File: config.mk
export PLATFORM = sky130hd
export DESIGN_NAME = xfer_fifo
export DESIGN_NICKNAME = d
export VERILOG_FILES = /design/src/rtl/xfer_fifo_pkg.sv /design/src/rtl/xf_store.sv /design/src/rtl/xf_level.sv /design/src/rtl/xf_req_fsm.sv /design/src/rtl/xfer_fifo.sv
export SDC_FILE = /design/constraint.sdc
export NUM_CORES = 1
export LEC_CHECK = 0
export BUFFER_PORTS_ARGS = -buffer_cell sky130_fd_sc_hd__buf_2
export CORE_MARGIN = 2
export CORE_UTILIZATION = 44
export CTS_BUF_LIST = sky130_fd_sc_hd__clkbuf_16
export DETAILED_ROUTE_END_ITERATION = 7
export SLEW_MARGIN = 20
export SYNTH_ARGS = -nofsm -noshare
export SYNTH_HDL_FRONTEND = slang
export SYNTH_SLANG_ARGS = --single-unit
export TNS_END_PERCENT = 100
File: constraint.sdc
create_clock -name clk -period 4.7 [get_ports clk]
set_clock_uncertainty 0.2 [all_clocks]
set_input_delay 0.235 -clock clk [delete_from_list [all_inputs] [get_ports clk]]
set_output_delay 0.235 -clock clk [all_outputs]
set_load 0.01 [all_outputs]
File: src/rtl/xfer_fifo_pkg.sv
package xfer_fifo_pkg;

    // Request hysteresis states
    typedef enum logic {
        REQ_IDLE   = 1'b0,
        REQ_ACTIVE = 1'b1
    } req_state_e;

    // Request polarity
    typedef enum logic {
        MODE_FILL  = 1'b0,
        MODE_DRAIN = 1'b1
    } xfer_mode_e;

endpackage

File: src/rtl/xf_store.sv
module xf_store #(
    parameter int WIDTH = 32,
    parameter int DEPTH = 16
) (
    input  logic             clk,
    input  logic             rst_n,
    input  logic             push,
    input  logic             pop,
    input  logic [WIDTH-1:0] din,
    output logic [WIDTH-1:0] dout
);
    localparam int PTR_W = (DEPTH > 1) ? $clog2(DEPTH) : 1;
    localparam logic [PTR_W-1:0] LAST = PTR_W'(DEPTH - 1);

    logic [WIDTH-1:0] mem [DEPTH];
    logic [PTR_W-1:0] wr_ptr;
    logic [PTR_W-1:0] rd_ptr;
    logic [PTR_W-1:0] wr_nxt;
    logic [PTR_W-1:0] rd_nxt;

    // A power-of-two depth wraps by itself; other legal depths compare against the last slot
    generate
        if ((DEPTH & (DEPTH - 1)) == 0) begin : g_pow2
            assign wr_nxt = wr_ptr + PTR_W'(1);
            assign rd_nxt = rd_ptr + PTR_W'(1);
        end else begin : g_wrap
            assign wr_nxt = (wr_ptr == LAST) ? '0 : wr_ptr + PTR_W'(1);
            assign rd_nxt = (rd_ptr == LAST) ? '0 : rd_ptr + PTR_W'(1);
        end
    endgenerate

    always_ff @(posedge clk or negedge rst_n) begin
        if (!rst_n) begin
            wr_ptr <= '0;
            rd_ptr <= '0;
        end else begin
            if (push) wr_ptr <= wr_nxt;
            if (pop)  rd_ptr <= rd_nxt;
        end
    end

    always_ff @(posedge clk) begin
        if (push) mem[wr_ptr] <= din;
    end

    assign dout = mem[rd_ptr];

endmodule

File: src/rtl/xf_level.sv
module xf_level #(
    parameter int DEPTH = 16,
    parameter int CNT_W = 5
) (
    input  logic             clk,
    input  logic             rst_n,
    input  logic             wr_en,
    input  logic             rd_en,
    input  logic [CNT_W-1:0] threshold,
    output logic             push,
    output logic             pop,
    output logic [CNT_W-1:0] level,
    output logic             empty,
    output logic             full,
    output logic             almost_full,
    output logic             overflow,
    output logic             underflow
);
    localparam logic [CNT_W-1:0] CAP = CNT_W'(DEPTH);
    localparam logic [CNT_W-1:0] ONE = CNT_W'(1);

    logic [CNT_W-1:0] count;
    logic [CNT_W-1:0] th_eff;

    assign empty = (count == '0);
    assign full  = (count == CAP);
    assign push  = wr_en && !full;
    assign pop   = rd_en && !empty;
    assign level = count;

    // Clamp the run-time threshold into 1..DEPTH
    always_comb begin
        if (threshold == '0)
            th_eff = ONE;
        else if (threshold > CAP)
            th_eff = CAP;
        else
            th_eff = threshold;
    end

    assign almost_full = (count >= th_eff);

    always_ff @(posedge clk or negedge rst_n) begin
        if (!rst_n) begin
            count <= '0;
        end else begin
            unique case ({push, pop})
                2'b10:   count <= count + ONE;
                2'b01:   count <= count - ONE;
                default: count <= count;
            endcase
        end
    end

    always_ff @(posedge clk or negedge rst_n) begin
        if (!rst_n) begin
            overflow  <= 1'b0;
            underflow <= 1'b0;
        end else begin
            if (wr_en && full)  overflow  <= 1'b1;
            if (rd_en && empty) underflow <= 1'b1;
        end
    end

endmodule

File: src/rtl/xf_req_fsm.sv
module xf_req_fsm
    import xfer_fifo_pkg::*;
(
    input  logic clk,
    input  logic rst_n,
    input  logic drain_mode,
    input  logic empty,
    input  logic almost_full,
    output logic req
);
    req_state_e state;
    req_state_e state_nxt;
    xfer_mode_e mode;
    logic       start_cond;
    logic       stop_cond;

    assign mode = xfer_mode_e'(drain_mode);

    always_comb begin
        unique case (mode)
            MODE_FILL: begin
                start_cond = empty;
                stop_cond  = almost_full;
            end
            MODE_DRAIN: begin
                start_cond = almost_full;
                stop_cond  = empty;
            end
        endcase
    end

    // State register
    always_ff @(posedge clk or negedge rst_n) begin
        if (!rst_n) state <= REQ_IDLE;
        else        state <= state_nxt;
    end

    // START / STOP transitions
    always_comb begin
        state_nxt = state;
        unique case (state)
            REQ_IDLE:   if (start_cond) state_nxt = REQ_ACTIVE;
            REQ_ACTIVE: if (stop_cond)  state_nxt = REQ_IDLE;
        endcase
    end

    // Output decode
    always_comb begin
        unique case (state)
            REQ_IDLE:   req = 1'b0;
            REQ_ACTIVE: req = 1'b1;
        endcase
    end

endmodule

File: src/rtl/xfer_fifo.sv
module xfer_fifo #(
    parameter int WIDTH = 32,
    parameter int DEPTH = 16,
    localparam int CNT_W = $clog2(DEPTH + 1)
) (
    input  logic             clk,
    input  logic             rst_n,
    input  logic             drain_mode,
    input  logic [CNT_W-1:0] af_level,
    input  logic             wr_en,
    input  logic [WIDTH-1:0] wr_data,
    output logic             full,
    input  logic             rd_en,
    output logic [WIDTH-1:0] rd_data,
    output logic             empty,
    output logic [CNT_W-1:0] level,
    output logic             almost_full,
    output logic             overflow,
    output logic             underflow,
    output logic             xfer_req
);
    logic push;
    logic pop;

    xf_level #(.DEPTH(DEPTH), .CNT_W(CNT_W)) u_level (
        .clk         (clk),
        .rst_n       (rst_n),
        .wr_en       (wr_en),
        .rd_en       (rd_en),
        .threshold   (af_level),
        .push        (push),
        .pop         (pop),
        .level       (level),
        .empty       (empty),
        .full        (full),
        .almost_full (almost_full),
        .overflow    (overflow),
        .underflow   (underflow)
    );

    xf_store #(.WIDTH(WIDTH), .DEPTH(DEPTH)) u_store (
        .clk   (clk),
        .rst_n (rst_n),
        .push  (push),
        .pop   (pop),
        .din   (wr_data),
        .dout  (rd_data)
    );

    xf_req_fsm u_req (
        .clk         (clk),
        .rst_n       (rst_n),
        .drain_mode  (drain_mode),
        .empty       (empty),
        .almost_full (almost_full),
        .req         (xfer_req)
    );

endmodule

==> impl_metrics.tcl, run 1 <==
set metrics [dict create \
    status "completed" \
    start_util 0.446 \
    finalWeightedCongestion 0.713 \
    grt_pass1_vias 10200 \
    synthTopCellsByArea "edfxtp_1 76%, mux4_2 14%, a22oi_1 2.4%" \
    pin_count 85 \
    rsz0062_at_grt "false" \
    fin_ws_ns 1.21 \
    nFillCells 3562 \
    die_w_um 218 \
    area_growth_syn_to_layout_pct 16.6 \
    synth_top_family_by_area "multiplexers" \
    critPathArrivalTime_ns 3.05 \
    endpoint_kind "primary output" \
    synth_nets 964 \
    placed_area_mm2 0.0216 \
    maxCapViolCount 0 \
    port_buffers 84 \
    tns_ns 0 \
    antenna_cells 0 \
    row_count 78 \
    post_cts_buffers 0 \
    leakagePower_nw 7.74 \
    core_area_mm2 0.0454 \
    hp-class "in -> reg" \
    cts_tree "built" \
    muxShareOfSynthArea 0.145 \
    ys_seq_area_frac 0.780 \
    synth_area_leader_cell "edfxtp_1" \
    viasPerCell 5.57 \
    setup_violations 0 \
    synthAdderAreaFrac 0.00965 \
    track_usage 0.186 \
    grt_overflow 0 \
    grt_first_pass_wirelength_mm 64.7 \
    antenna_found_initial 1 \
    dpl_worst_slack_ns 1.61 \
    hold_depth 5 \
    dr.pass1.iters 5 \
    synth_cell_types 37 \
    numCtsBuffers 53 \
    pwr-share-comb 0.282 \
    wl_per_cell_um 25.1 \
    clkTransAtPathRegs_ns 0.06 \
    cp_max_fo 36 \
    nets 1121 \
    clockPowerShare 0.286 \
    netSwitchingFraction 0.301 \
    hold_viol 0 \
    cts_num_sinks 528 \
    synth_compound_area_frac 0.0292 \
    fp.dieH_um 218 \
    drive_above_1_share 0.306 \
    die_area_mm2 0.0477 \
    dp_hpwl_mm 23.7 \
    design_area_mm2 0.0236 \
    ys_warn_count 0 \
    synthesis.area_mm2 0.0202 \
    synth_cells 907 \
    power_density_mw_per_mm2 595 \
    drtIter0Drc 865 \
    htree_levels 2 \
    drc_errors 0 \
    dp.cells 1572 \
    clk_latency_ns 0.59 \
    synth_area_per_cell_um2 22.3 \
    synth-seq-cells 528 \
    worst_pin_slew_ns 0.974 \
    cp-start-kind "flop" \
    grt_max_degree 51 \
    clock_path_buffers 3 \
    routed_wirelength_mm 42.7 \
    total_power_w 0.0140 \
    cts-root-buf "clkbuf_16" \
    synth_top_area_share 0.760 \
    power_frac_seq 0.432 \
    intPower_w 0.00981 \
    vias 9481 \
    fin_crit_ns 3.49 \
    crit_required_ns 4.26 \
    fin_crit_sh 0.742 \
    ir_worst_vdd_mv 0.349 \
    rr_worst_depth 7 \
    worst-setup-path-type "reg -> out" \
    fmax_mhz 287 \
    synth_xor_area_frac 0.00390 \
    synth_simple_gate_area_frac 0.0188 \
    finalMaxSlewViolations 0 \
    fin_cells 1703 \
    relSlewSlack 0.350 \
    switching_power_w 0.00422 \
    drtAntennaViolNets 0 \
]
[state kept, by name, summed over array words and instances (netlist names)]
register,count
u_store.rd_ptr,4
u_req.state,1
u_level.overflow,1
u_store.wr_ptr,4
u_level.level,5
u_level.underflow,1
u_store.mem,512
[cells in the mapped netlist (all sizes together)]
library cell / n
o311ai: 1
mux2i: 2
o21ai: 6
clkbuf: 22
ha: 14
a21boi: 2
nand4: 2
nor3: 7
fa: 1
nor2: 17
nand3: 1
nand4b: 1
a22oi: 64
nor4: 2
nor3b: 1
or3: 1
a21oi: 2
a31o: 1
and2: 3
nor2b: 2
buf: 26
mux2: 2
nand2: 46
edfxtp: 512
dfrtp: 16
inv: 9
nand2b: 3
a21o: 3
xnor2: 8
mux4: 128
xor2: 1
a2111o: 1
[timing repair]
action,CTS,global route
resized for setup,0,0
hold endpoints to repair,538,0
hold buffers,37,0
[routing by layer]
layer  global-route usage  vias up  routed length (um)  share of wire
li1                     -     4137                   -              -
met1                0.256     5076               18600           0.44
met2                0.307      207               21500           0.50
met3               0.0310       59                1820          0.043
met4               0.0528        2                 772          0.018
met5                    0        -                  11        0.00026
[power groups by stage]
stage | Combinational (W) | Clock, W | Sequential (W)
floorplan | 0.00281 | 0 | 0.00594
global route | 0.00432 | 0.00428 | 0.00612
CTS | 0.00408 | 0.00412 | 0.00607
finish | 0.00396 | 0.00402 | 0.00606
detailed placement | 0.00404 | 0 | 0.00616
global placement | 0.00402 | 0 | 0.00615
[per-stage QoR]
stage           util  hold slack [ns]
3_5_place_dp   0.475          -0.0113
6_report       0.520           0.0696
4_1_cts        0.520           0.0240
2_1_floorplan      -           -0.261
5_1_grt        0.520            0.103
3_3_place_gp   0.475          -0.0199
[logic make-up (layout without fill, tap and decap cells)]
logic type / after synthesis / in the layout
mux: 132 / 132
flops: 528 / 528
simple gates: 86 / 86
compound gates: 80 / 80
fa+ha+maj: 15 / 15
buf+inv: 57 / 253
xor+xnor: 9 / 9
[layout by cell type, fill, tap and decap left out, types with 2 or more instances in the layout]
master / n
edfxtp_1: 512
mux4_2: 128
buf_2: 84
a22oi_1: 64
clkbuf_16: 53
nand2_1: 46
dlygate4sd3_1: 37
buf_4: 24
inv_1: 22
ha_1: 14
dfrtp_1: 14
nor2_4: 13
clkinv_1: 12
xnor2_1: 8
o21ai_0: 6
clkinv_2: 6
bufinv_16: 5
buf_12: 5
nor2_1: 4
nor3_2: 4
nor3_1: 3
nand2b_1: 3
a21o_1: 3
inv_6: 3
and2_1: 2
nor2b_4: 2
mux2i_1: 2
a21oi_1: 2
mux2_2: 2
nand4_1: 2
clkinvlp_4: 2
dfrtp_4: 2
[worst max-delay path: stages (launching register included)]
cell and delay [ns]:
dfrtp_4 0.91, buf_12 0.38, mux4_2 0.54, a22oi_1 0.32, nand2_1 0.12, buf_2 0.16
[worst paths after layout]
path	from	end	slack, ns
min reg2reg	u_level.underflow	u_level.underflow	0.25
max reg2reg	u_level.level[1]	u_level.level[4]	1.66
max in group asynchronous	rst_n	u_store.rd_ptr[0]	3.16
min	af_level[4]	u_req.state	0.07
max	u_store.rd_ptr[0]	rd_data[27]	1.21
min in group asynchronous	rst_n	u_level.level[2]	0.58
[area by class of cell]
cell class | count | area [um2] | share of cell area
inverter | 9 | 33.8 | 0.00143
multi-input combinational | 322 | 4300 | 0.183
clock buffer | 53 | 1330 | 0.0562
clock inverter | 41 | 315 | 0.0134
tap | 600 | 751 | 0.0318
sequential | 528 | 15800 | 0.669
timing repair buffer | 150 | 1070 | 0.0454
(Power assumes the default switching activity.)
==> run 2: changes to the inputs <==
==> constraint.sdc (replaced) <==
create_clock -name clk -period 3 [get_ports clk]
set_clock_uncertainty 0.2 [all_clocks]
set_input_delay 0.15 -clock clk [delete_from_list [all_inputs] [get_ports clk]]
set_output_delay 0.15 -clock clk [all_outputs]
set_load 0.01 [all_outputs]
==> run 2 against run 1 <==
Net effect: via count increased by 2.1%; wire length increased by 2.9%; combinational power increased by 76%; sequential share of layout area decreased by 1.3 points; flip-flop and latch count unchanged.
==> impl_metrics.tcl, run 2 (synthesized netlist as in run 1, its figures left out) <==
set metrics [dict create \
    worst_hold_slack_ns 0.0956 \
    port_buffers 84 \
    antenna_found_initial 0 \
    holdPathEnd "u_level.overflow" \
    multi_input_area_mm2 0.00433 \
    clkTransAtPathRegs_ns 0.06 \
    final_cell_mix "512 x edfxtp_1, 128 x mux4_2, 84 x buf_2, 64 x a22oi_1, 54 x clkbuf_16" \
    crit_required_ns 2.65 \
    leakagePower_nw 7.98 \
    cp_max_fo 16 \
    reg2reg_slack_ns 0.30 \
    maxCapViolCount 0 \
    power_density_mw_per_mm2 939 \
    grt_max_degree 33 \
    r2r-start "u_level.level[1]" \
    fin_ws_ns 0.0825 \
    critPathArrivalTime_ns 2.57 \
    finalMaxSlewViolations 0 \
    hold_start "wr_en" \
    die_area_mm2 0.0477 \
    routed_wirelength_mm 44.0 \
    hold_viol 0 \
    setup_violations 0 \
    area_growth_syn_to_layout_pct 18.9 \
    clk_latency_ns 0.60 \
    antenna_cells 0 \
    grt_first_pass_wirelength_mm 65.5 \
    clock_path_buffers 3 \
    nets 1159 \
    relSlewSlack 0.438 \
    rsz0062_at_grt "false" \
    drc_errors 0 \
    dp_hpwl_mm 24.6 \
    die_w_um 218 \
    fin_crit_ns 2.92 \
    drtIter0Drc 677 \
    numCtsBuffers 53 \
    grt_pass1_vias 10200 \
    vias 9677 \
    top_register "u_store.mem" \
    viasPerCell 5.55 \
    start_util 0.446 \
    pin_count 85 \
    worst_pin_slew_ns 0.840 \
    fin_crit_sh 0.972 \
    finalWeightedCongestion 0.732 \
    nFillCells 3529 \
    endpoint_kind "primary output" \
    worst-setup-path-type "reg -> out" \
    regToRegEndpoint "u_level.level[4]" \
    final-seq-area_mm2 0.0158 \
    cts_num_sinks 528 \
    status "completed" \
    final_common_cell "edfxtp_1" \
    cts-root-buf "clkbuf_16" \
    core_area_mm2 0.0454 \
    drive_above_1_share 0.332 \
    wl_per_cell_um 25.2 \
    grt_overflow 0 \
    hp-class "in -> reg" \
    hold_depth 3 \
    fmax_mhz 343 \
    htree_levels 2 \
    drtAntennaViolNets 0 \
    track_usage 0.189 \
    dr.pass1.iters 5 \
    fp.dieH_um 218 \
    dpl_worst_slack_ns 0.123 \
    largest_reg_flops 512 \
    cp-start-kind "flop" \
    rr_worst_depth 9 \
    row_count 78 \
    cts_tree "built" \
    ir_worst_vdd_mv 0.603 \
]
==> run 2: changes by cell type in the layout (fill, tap and decap cells not counted), moves of 2 or more <==
| cell | previous run | this run |
|---|---|---|
| buf_4 | 24 | 50 |
| clkinv_1 | 12 | 14 |
| inv_1 | 22 | 19 |
| buf_6 | 0 | 2 |
| nor3_2 | 4 | 0 |
| buf_12 | 5 | 13 |
| inv_6 | 3 | 0 |
| clkinv_2 | 6 | 11 |
| nor3_4 | 0 | 4 |
==> run 2: worst max-delay path by stage <==
| stage | end | cells past startpoint | slack (ns) | from |
|---|---|---|---|---|
| 2_1_floorplan | u_store.mem[7][0] | 4 | -0.12 | u_level.level[0] |
| 3_3_place_gp | u_level.level[4] | 9 | 0.25 | u_level.level[1] |
| 3_5_place_dp | u_level.level[4] | 9 | 0.12 | u_level.level[1] |
| 4_1_cts | rd_data[1] | 5 | 0.04 | u_store.rd_ptr[0] |
| 5_1_grt | rd_data[17] | 6 | 0.004 | u_store.rd_ptr[0] |
| 6_report | rd_data[17] | 6 | 0.08 | u_store.rd_ptr[0] |
==> run 2: worst max-delay path: stages (launching register included) <==
cell,delay [ns]
dfrtp_4,0.51
buf_4,0.16
buf_12,0.18
mux4_2,0.51
a22oi_1,0.27
nand2_1,0.16
buf_2,0.17
==> run 2: timing repair <==
| item | CTS | global route |
|---|---|---|
| endpoints found under the hold margin | 538 | 0 |
| setup endpoints to repair | 32 | 5 |
| hold buffers | 38 | 0 |
| buffers inserted | 7 | 1 |
| resized for setup | 0 | 3 |
==> run 2: metrics by stage <==
stage	power [W]	setup TNS [ns]	cells	utilization	cell area, um2
after floorplan	0.0137	-20.23	907	-	20300
after global placement	0.0162	0	1601	0.483	21900
after detailed placement	0.0163	0	1601	0.483	21900
after CTS	0.0228	0	1743	0.530	24000
after global routing	0.0236	0	1744	0.530	24100
final	0.0226	0	1744	0.530	24100
==> run 2: cell type report <==
class	instances	area share
clock buffers	54	0.0562
clock inverters	43	0.0132
inverters	9	0.00140
multi-input cells	322	0.180
flip-flops and latches	528	0.656
well taps	600	0.0312
repair buffers	188	0.0618
==> run 2: layer usage <==
layer / wire [um] / share of wire / vias to the layer above / track usage
met5: 0 / 0 / - / 0
met4: 786 / 0.018 / 0 / 0.0531
met3: 1900 / 0.043 / 52 / 0.0267
met2: 21900 / 0.50 / 251 / 0.311
met1: 19300 / 0.44 / 5148 / 0.266
li1: - / - / 4226 / -
==> run 2: power breakdown <==
group	switching [W]	internal, W
clock	0.00274	0.00361
combinational	0.00378	0.00317
sequential	0.000379	0.00892
total	0.00689	0.0157
